[src/rtl/bankmap_pkg.sv]
package bankmap_pkg;
  // control bit positions
  localparam int CTL_DUAL_BIT   = 0;
  localparam int CTL_XWM_BIT    = 2;
  localparam int CTL_COARSE_BIT = 5;

  // granularity shifts and window geometry
  localparam int FINE_SHIFT   = 12;
  localparam int COARSE_SHIFT = 14;
  localparam int HALF_BITS    = 15;
  localparam int WIN_W        = HALF_BITS + 1;
  localparam int HALF_SPAN    = 1 << HALF_BITS;
  localparam int NUM_BANKS    = 2;
  localparam int WM_W         = 3;

  typedef enum logic [1:0] {
    SEL_OFS_A = 2'd0,
    SEL_OFS_B = 2'd1,
    SEL_CTRL  = 2'd2,
    SEL_MODE  = 2'd3
  } reg_sel_e;

  typedef struct packed {
    logic coarse;
    logic xwm;
    logic dual;
  } ctrl_t;
endpackage

[src/rtl/bankmap_rst_sync.sv]
module bankmap_rst_sync #(
  parameter int STAGES = 2
) (
  input  logic clk,
  input  logic rst_n,
  output logic rst_n_sync
);
  logic [STAGES-1:0] sync_q;
  logic [STAGES-1:0] sync_d;

  always_comb begin
    sync_d = {sync_q[STAGES-2:0], 1'b1};
  end

  always_ff @(posedge clk or negedge rst_n) begin
    if (!rst_n) begin
      sync_q <= '0;
    end else begin
      sync_q <= sync_d;
    end
  end

  assign rst_n_sync = sync_q[STAGES-1];
endmodule

[src/rtl/bankmap_regs.sv]
module bankmap_regs
  import bankmap_pkg::*;
#(
  parameter int OFS_W = 8
) (
  input  logic             clk,
  input  logic             rst_n,
  input  logic             wr_en,
  input  logic [1:0]       wr_sel,
  input  logic [OFS_W-1:0] wr_data,
  output logic [OFS_W-1:0] ofs_a_d,
  output logic [OFS_W-1:0] ofs_b_d,
  output ctrl_t            ctrl_d,
  output ctrl_t            ctrl_q,
  output logic [WM_W-1:0]  mode_q,
  output logic             recalc
);
  reg_sel_e          sel;
  logic [OFS_W-1:0]  ofs_a_q;
  logic [OFS_W-1:0]  ofs_b_q;
  logic [WM_W-1:0]   mode_d;
  logic              en_a;
  logic              en_b;
  logic              en_c;
  logic              en_m;

  assign sel  = reg_sel_e'(wr_sel);
  assign en_a = wr_en && (sel == SEL_OFS_A);
  assign en_b = wr_en && (sel == SEL_OFS_B);
  assign en_c = wr_en && (sel == SEL_CTRL);
  assign en_m = wr_en && (sel == SEL_MODE);

  // next-state: values visible on the edge that commits the write
  always_comb begin
    ofs_a_d = en_a ? wr_data : ofs_a_q;
    ofs_b_d = en_b ? wr_data : ofs_b_q;
    ctrl_d  = ctrl_q;
    if (en_c) begin
      ctrl_d.dual   = wr_data[CTL_DUAL_BIT];
      ctrl_d.xwm    = wr_data[CTL_XWM_BIT];
      ctrl_d.coarse = wr_data[CTL_COARSE_BIT];
    end
    mode_d = en_m ? wr_data[WM_W-1:0] : mode_q;
  end

  assign recalc = en_a || en_b || en_c;

  always_ff @(posedge clk or negedge rst_n) begin
    if (!rst_n) begin
      ofs_a_q <= '0;
      ofs_b_q <= '0;
      ctrl_q  <= '0;
      mode_q  <= '0;
    end else begin
      if (en_a) ofs_a_q <= ofs_a_d;
      if (en_b) ofs_b_q <= ofs_b_d;
      if (en_c) ctrl_q  <= ctrl_d;
      if (en_m) mode_q  <= mode_d;
    end
  end
endmodule

[src/rtl/bankmap_bank_calc.sv]
module bankmap_bank_calc
  import bankmap_pkg::*;
#(
  parameter int OFS_W = 8,
  parameter int LIN_W = 24,
  parameter bit UPPER = 1'b0
) (
  input  logic             clk,
  input  logic             rst_n,
  input  logic             load,
  input  logic [OFS_W-1:0] ofs_raw,
  input  logic             coarse,
  input  logic             dual,
  input  logic [LIN_W-1:0] mem_size,
  output logic [LIN_W-1:0] base_q,
  output logic [LIN_W-1:0] lim_q
);
  localparam logic [LIN_W-1:0] HALF = LIN_W'(HALF_SPAN);

  logic             split;
  logic [LIN_W-1:0] ofs_sh;
  logic [LIN_W-1:0] lim_raw;
  logic [LIN_W-1:0] base_d;
  logic [LIN_W-1:0] lim_d;

  // only the upper bank steps by half a window in single-bank mode
  generate
    if (UPPER) begin : g_upper
      assign split = !dual;
    end else begin : g_lower
      logic unused_dual;
      assign unused_dual = dual;
      assign split = 1'b0;
    end
  endgenerate

  always_comb begin
    ofs_sh  = coarse ? (LIN_W'(ofs_raw) << COARSE_SHIFT)
                     : (LIN_W'(ofs_raw) << FINE_SHIFT);
    lim_raw = (mem_size <= ofs_sh) ? '0 : (mem_size - ofs_sh);
    base_d  = ofs_sh;
    lim_d   = lim_raw;
    if (split) begin
      if (lim_raw > HALF) begin
        base_d = ofs_sh + HALF;
        lim_d  = lim_raw - HALF;
      end else begin
        lim_d  = '0;
      end
    end
    if (lim_d == '0) begin
      base_d = '0;
    end
  end

  always_ff @(posedge clk or negedge rst_n) begin
    if (!rst_n) begin
      base_q <= '0;
      lim_q  <= '0;
    end else if (load) begin
      base_q <= base_d;
      lim_q  <= lim_d;
    end
  end
endmodule

[src/rtl/bankmap_xlate.sv]
module bankmap_xlate
  import bankmap_pkg::*;
#(
  parameter int LIN_W = 24
) (
  input  logic             cpu_req,
  input  logic [WIN_W-1:0] cpu_addr,
  input  logic [WIN_W-1:0] win_mask,
  input  logic [LIN_W-1:0] base0,
  input  logic [LIN_W-1:0] base1,
  input  logic [LIN_W-1:0] lim0,
  input  logic [LIN_W-1:0] lim1,
  output logic [LIN_W-1:0] lin_addr,
  output logic             mem_en
);
  logic [WIN_W-1:0]     masked;
  logic                 hi_half;
  logic [HALF_BITS-1:0] in_ofs;
  logic [LIN_W-1:0]     in_ofs_w;
  logic [LIN_W-1:0]     base_s;
  logic [LIN_W-1:0]     lim_s;

  always_comb begin
    masked   = cpu_addr & win_mask;
    hi_half  = masked[HALF_BITS];
    in_ofs   = masked[HALF_BITS-1:0];
    in_ofs_w = LIN_W'(in_ofs);
    base_s   = hi_half ? base1 : base0;
    lim_s    = hi_half ? lim1  : lim0;
    lin_addr = base_s + in_ofs_w;
    mem_en   = cpu_req && (in_ofs_w < lim_s);
  end
endmodule

[src/rtl/bankmap_top.sv]
module bankmap_top
  import bankmap_pkg::*;
#(
  parameter int OFS_W = 8,
  localparam int LIN_W = OFS_W + COARSE_SHIFT + 2
) (
  input  logic             clk,
  input  logic             rst_n,
  input  logic             wr_en,
  input  logic [1:0]       wr_sel,
  input  logic [OFS_W-1:0] wr_data,
  input  logic [LIN_W-1:0] mem_size,
  input  logic [WIN_W-1:0] win_mask,
  input  logic             cpu_req,
  input  logic [WIN_W-1:0] cpu_addr,
  output logic [LIN_W-1:0] lin_addr,
  output logic             mem_en,
  output logic [NUM_BANKS-1:0] bank_ok,
  output logic [WM_W-1:0]  wmode
);
  logic             rst_n_i;
  logic [OFS_W-1:0] ofs_a_d;
  logic [OFS_W-1:0] ofs_b_d;
  ctrl_t            ctrl_d;
  ctrl_t            ctrl_q;
  logic [WM_W-1:0]  mode_q;
  logic             recalc;
  logic [LIN_W-1:0] base_q [NUM_BANKS];
  logic [LIN_W-1:0] lim_q  [NUM_BANKS];

  bankmap_rst_sync #(.STAGES(2)) i_rst_sync (
    .clk        (clk),
    .rst_n      (rst_n),
    .rst_n_sync (rst_n_i)
  );

  bankmap_regs #(.OFS_W(OFS_W)) i_regs (
    .clk     (clk),
    .rst_n   (rst_n_i),
    .wr_en   (wr_en),
    .wr_sel  (wr_sel),
    .wr_data (wr_data),
    .ofs_a_d (ofs_a_d),
    .ofs_b_d (ofs_b_d),
    .ctrl_d  (ctrl_d),
    .ctrl_q  (ctrl_q),
    .mode_q  (mode_q),
    .recalc  (recalc)
  );

  generate
    for (genvar b = 0; b < NUM_BANKS; b++) begin : g_bank
      logic [OFS_W-1:0] ofs_pick;
      assign ofs_pick = (b == 1 && ctrl_d.dual) ? ofs_b_d : ofs_a_d;

      bankmap_bank_calc #(
        .OFS_W (OFS_W),
        .LIN_W (LIN_W),
        .UPPER (b == 1)
      ) i_calc (
        .clk      (clk),
        .rst_n    (rst_n_i),
        .load     (recalc),
        .ofs_raw  (ofs_pick),
        .coarse   (ctrl_d.coarse),
        .dual     (ctrl_d.dual),
        .mem_size (mem_size),
        .base_q   (base_q[b]),
        .lim_q    (lim_q[b])
      );

      assign bank_ok[b] = (lim_q[b] != '0);
    end
  endgenerate

  bankmap_xlate #(.LIN_W(LIN_W)) i_xlate (
    .cpu_req  (cpu_req),
    .cpu_addr (cpu_addr),
    .win_mask (win_mask),
    .base0    (base_q[0]),
    .base1    (base_q[1]),
    .lim0     (lim_q[0]),
    .lim1     (lim_q[1]),
    .lin_addr (lin_addr),
    .mem_en   (mem_en)
  );

  // write-mode field width follows the extended-mode control flag
  assign wmode = ctrl_q.xwm ? mode_q : {1'b0, mode_q[1:0]};

  logic unused_ctrl;
  assign unused_ctrl = ctrl_q.dual ^ ctrl_q.coarse;
endmodule

[config.mk]
export PLATFORM = sky130hd
export DESIGN_NAME = bankmap_top
export DESIGN_NICKNAME = d
export VERILOG_FILES = /design/src/rtl/bankmap_pkg.sv /design/src/rtl/bankmap_rst_sync.sv /design/src/rtl/bankmap_regs.sv /design/src/rtl/bankmap_bank_calc.sv /design/src/rtl/bankmap_xlate.sv /design/src/rtl/bankmap_top.sv
export SDC_FILE = /design/constraint.sdc
export NUM_CORES = 1
export LEC_CHECK = 0
export BUFFER_PORTS_ARGS = -buffer_cell sky130_fd_sc_hd__buf_4
export CAP_MARGIN = 5
export CORE_MARGIN = 2
export CORE_UTILIZATION = 50
export DETAILED_ROUTE_END_ITERATION = 6
export PLACE_DENSITY = 0.71
export REMOVE_ABC_BUFFERS = 1
export SLEW_MARGIN = 20
export SYNTH_ARGS = -nofsm -noshare
export SYNTH_HDL_FRONTEND = slang
export SYNTH_SLANG_ARGS = --single-unit
export TNS_END_PERCENT = 50
[constraint.sdc]
create_clock -name clk -period 3.8 [get_ports clk]
set_clock_uncertainty 0.05 [all_clocks]
set_input_delay 0.19 -clock clk [delete_from_list [all_inputs] [get_ports clk]]
set_output_delay 0.19 -clock clk [all_outputs]
set_load 0.02 [all_outputs]
==> flow_summary_export.csv <==
group,metric,value,unit
outcome,outcome,"complete, but fails checks",
outcome,violations,"setup timing",
route,wl_per_cell,19.5,um
worst_setup_path,worstSetupPathType,"in -> reg",
yosys,synthCells,772,
route,via_count,7430,
sta,max-slew-margin-rel,36.6,%
sta,worst_slack,-0.900,ns
sta,finalCriticalPeriod,4.70,ns
power,peakVddDrop,0.437,mV
placed_design,hpwlAfterDp,16100,um
route,ant_nets,0,
global_routing,grt_pass1_wl,36100,um
yosys,synth_seq_area_share,34.1,%
route,drtIter0Drc,533,
global_routing,grt_overflow,0,
cts,clk_pin_slew,0.07,ns
route,drt_pass1_iterations,5,
cts,clock_sinks,93,
cts,clock-root-buffer,"clkbuf_16",
worst_setup_path,arrival,4.87,ns
final_layout,fin_cells,1225,
power,p_leak,4.82,nW
cts,clk_latency,0.36,ns
route,topRoutingLayerUsed,"met4",
sta,worst_pin_slew,0.943,ns
yosys,synth-main-ff-cell,"dfrtp_1",
yosys,yosys_warnings,0,
route,wl,23900,um
floorplan,initial_core_util,51.4,%
floorplan,dieArea,14600,um^2
job,cap_violations,0,
final_layout,n_antenna_cell,0,
placed_design,place_ws,-1.34,ns
worst_setup_path,reg2regPathDepth,24,
cts,cts_max_path_buffers,2,
floorplan,io_pins,100,
power,pwr_density_cell,610,nW/um^2
final_layout,fillerInstances,862,
sta,maxSlewViolCount,0,
route,via_per_inst,6.07,
worst_setup_path,crit_path_start_kind,"primary input",
yosys,ys_async_sr_fraction,100,%
global_routing,gr-usage-all-layers,31.4,%
final_layout,final_cell_mix,"buf_4 (277), nand2_1 (103), dfrtp_1 (92)",
worst_setup_path,crit_required,3.97,ns
yosys,synth_edf_count,0,
route,wl_met2,11900,um
worst_setup_path,slowest_delay,0.36,ns
worst_setup_path,cp_common_cell,"buf_4",
route,dr_wl_met3,1610,um
floorplan,chipHeight,121,um
yosys,synth-seq-cells,93,
yosys,synth_area,6830,um^2
yosys,ys_types,77,
route,drt-met1-wl,9040,um
cts,cts_buffers,9,
placed_design,dp.cells,1166,
cts,cts_tree,"yes",
hold_path,hp-class,"in -> reg",
floorplan,fp.coreArea,13300,um^2
sta,fmax,213,MHz
sta,rsz0062_at_grt,"yes",
final_layout,fin_nets,1153,
placed_design,io_buffers,99,
final_layout,layout_commonest_cell,"buf_4",
floorplan,die_w,121,um
global_routing,grt_pass1_vias,7402,
sta,period_share,124,%
route,drcViolationCount,0,
placed_design,gp_congestion,0.942,
floorplan,num_rows,42,
final_layout,layout-drive-gt1-share,42.3,%
sta,hold_viol,0,
final_layout,synthToLayoutAreaGrowth,48.1,%
yosys,syn_area_per_cell,8.85,um^2
cts,htreeDepth,3,
sta,setup_viol,45,
worst_setup_path,critPathCaptureType,"flop",
global_routing,antenna_found_initial,0,
global_routing,grt_start_max_net_pins,65,
hold_path,holdPathStages,2,
worst_setup_path,path_max_fanout,6,
worst_setup_path,slowest_stage,"mux2_2",
-- cells in the mapped netlist (all sizes together) (3+ instances only) --
master / instances / area share [%]
nand2: 107 / 5.9
dfrtp: 93 / 34
o21ai: 61 / 4.7
mux2i: 56 / 9.1
a21oi: 55 / 4.1
nor2: 44 / 2.4
ha: 36 / 6.6
inv: 32 / 1.8
clkbuf: 27 / 1.5
xnor2: 22 / 2.9
nor4: 20 / 1.8
and2: 18 / 1.6
nand3: 18 / 1.3
o31ai: 16 / 1.8
mux2: 13 / 2.1
a21o: 12 / 1.3
buf: 12 / 1.0
nand4: 12 / 1.1
xor2: 12 / 1.6
nor3: 11 / 0.88
a22oi: 6 / 0.66
a31oi: 6 / 0.73
nor2b: 6 / 0.55
and3: 5 / 0.46
nand2b: 5 / 0.46
or4: 5 / 0.55
a21boi: 4 / 0.44
a32oi: 4 / 0.51
nand3b: 4 / 0.62
o21a: 4 / 0.44
o41ai: 4 / 0.51
a211oi: 3 / 0.33
fa: 3 / 0.88
or2: 3 / 0.27
or3: 3 / 0.27
-- kinds of logic after synthesis --
group | synth area share, %
and+or+nand+nor | 19.4
AOI/OAI and AO/OA | 18.2
DFF | 34.1
buffers and inverters | 4.32
muxes | 11.5
adders and majority gates | 7.79
xor gates and xnor gates | 4.58
other | 0.0549
-- through the flow --
step	util (%)	power, mW	hold WS (ns)	cell area, um^2	TNS, ns
4_1_cts	72.8	5.65	0.0409	9670	-17.28
2_1_floorplan	-	3.05	-0.156	6660	-74.80
3_5_place_dp	66.4	4.41	-0.0764	8830	-47.60
5_1_grt	76.1	6.50	0.0418	10100	-30.03
3_3_place_gp	66.4	4.31	-0.0785	8820	-45.37
6_report	76.1	6.17	0.0472	10100	-22.74
-- critical path, delay by kind of cell --
kind                     cells  cell delay [ns]
buffers and inverters        6             0.96
AND/OR/NAND/NOR              8             1.25
AO/OA/AOI/OAI                8             1.21
adder cells (fa/ha/maj)      2             0.44
multiplexers                 3             0.79
-- final cells by class --
class,count,area (um^2),area share (%)
clock buffer,11,253,2.50
multi-input combinational,609,4790,47.3
timing repair buffer,299,2360,23.3
inverter,32,133,1.31
clock inverter,5,33.8,0.334
tap,176,220,2.18
sequential,93,2330,23.0
-- flip-flops by register name (all words and copies together) (netlist names), named ones only --
register / cells
g_bank.i_calc.base_q: 21
i_regs.mode_q: 3
i_regs.ofs_a_q: 8
i_regs.ofs_b_q: 7
i_regs.ctrl_q: 3
i_rst_sync.sync_q: 2
g_bank.i_calc.lim_q: 48
-- metal layers --
layer	global-route usage, %	up-vias
li1	-	3341
met1	35.9	3619
met2	54.7	353
met3	6.48	117
met4	17.4	0
met5	0	-
-- where the power goes --
part	internal, mW	switching (mW)
logic	1.90	1.97
registers	1.24	0.192
clock network	0.479	0.395
-- final timing paths --
path                       slack, ns                                      end                            from
max                            -0.90  g_bank[1].i_calc.base_q[16]$_DFFE_PN0P_                       wr_sel[0]
min                             0.05             i_regs.mode_q[1]$_DFFE_PN0P_                      wr_data[1]
max reg2reg                    -0.81  g_bank[1].i_calc.base_q[16]$_DFFE_PN0P_    i_regs.ctrl_q[0]$_DFFE_PN0P_
min reg2reg                     0.31           i_rst_sync.sync_q[1]$_DFF_PN0_  i_rst_sync.sync_q[0]$_DFF_PN0_
max in group asynchronous       2.41   g_bank[1].i_calc.lim_q[19]$_DFFE_PN0P_  i_rst_sync.sync_q[1]$_DFF_PN0_
min in group asynchronous       0.10           i_rst_sync.sync_q[1]$_DFF_PN0_                           rst_n
-- timing repair --
action                                  CTS  global route
buffers inserted                         23            19
cloned                                    2             1
hold buffers                              1             0
endpoints found under the hold margin     2             0
pin swaps                                46            44
endpoints found under the setup margin   59            69
resized for setup                        84            77
Note: power is estimated with default switching activity, not from simulation.
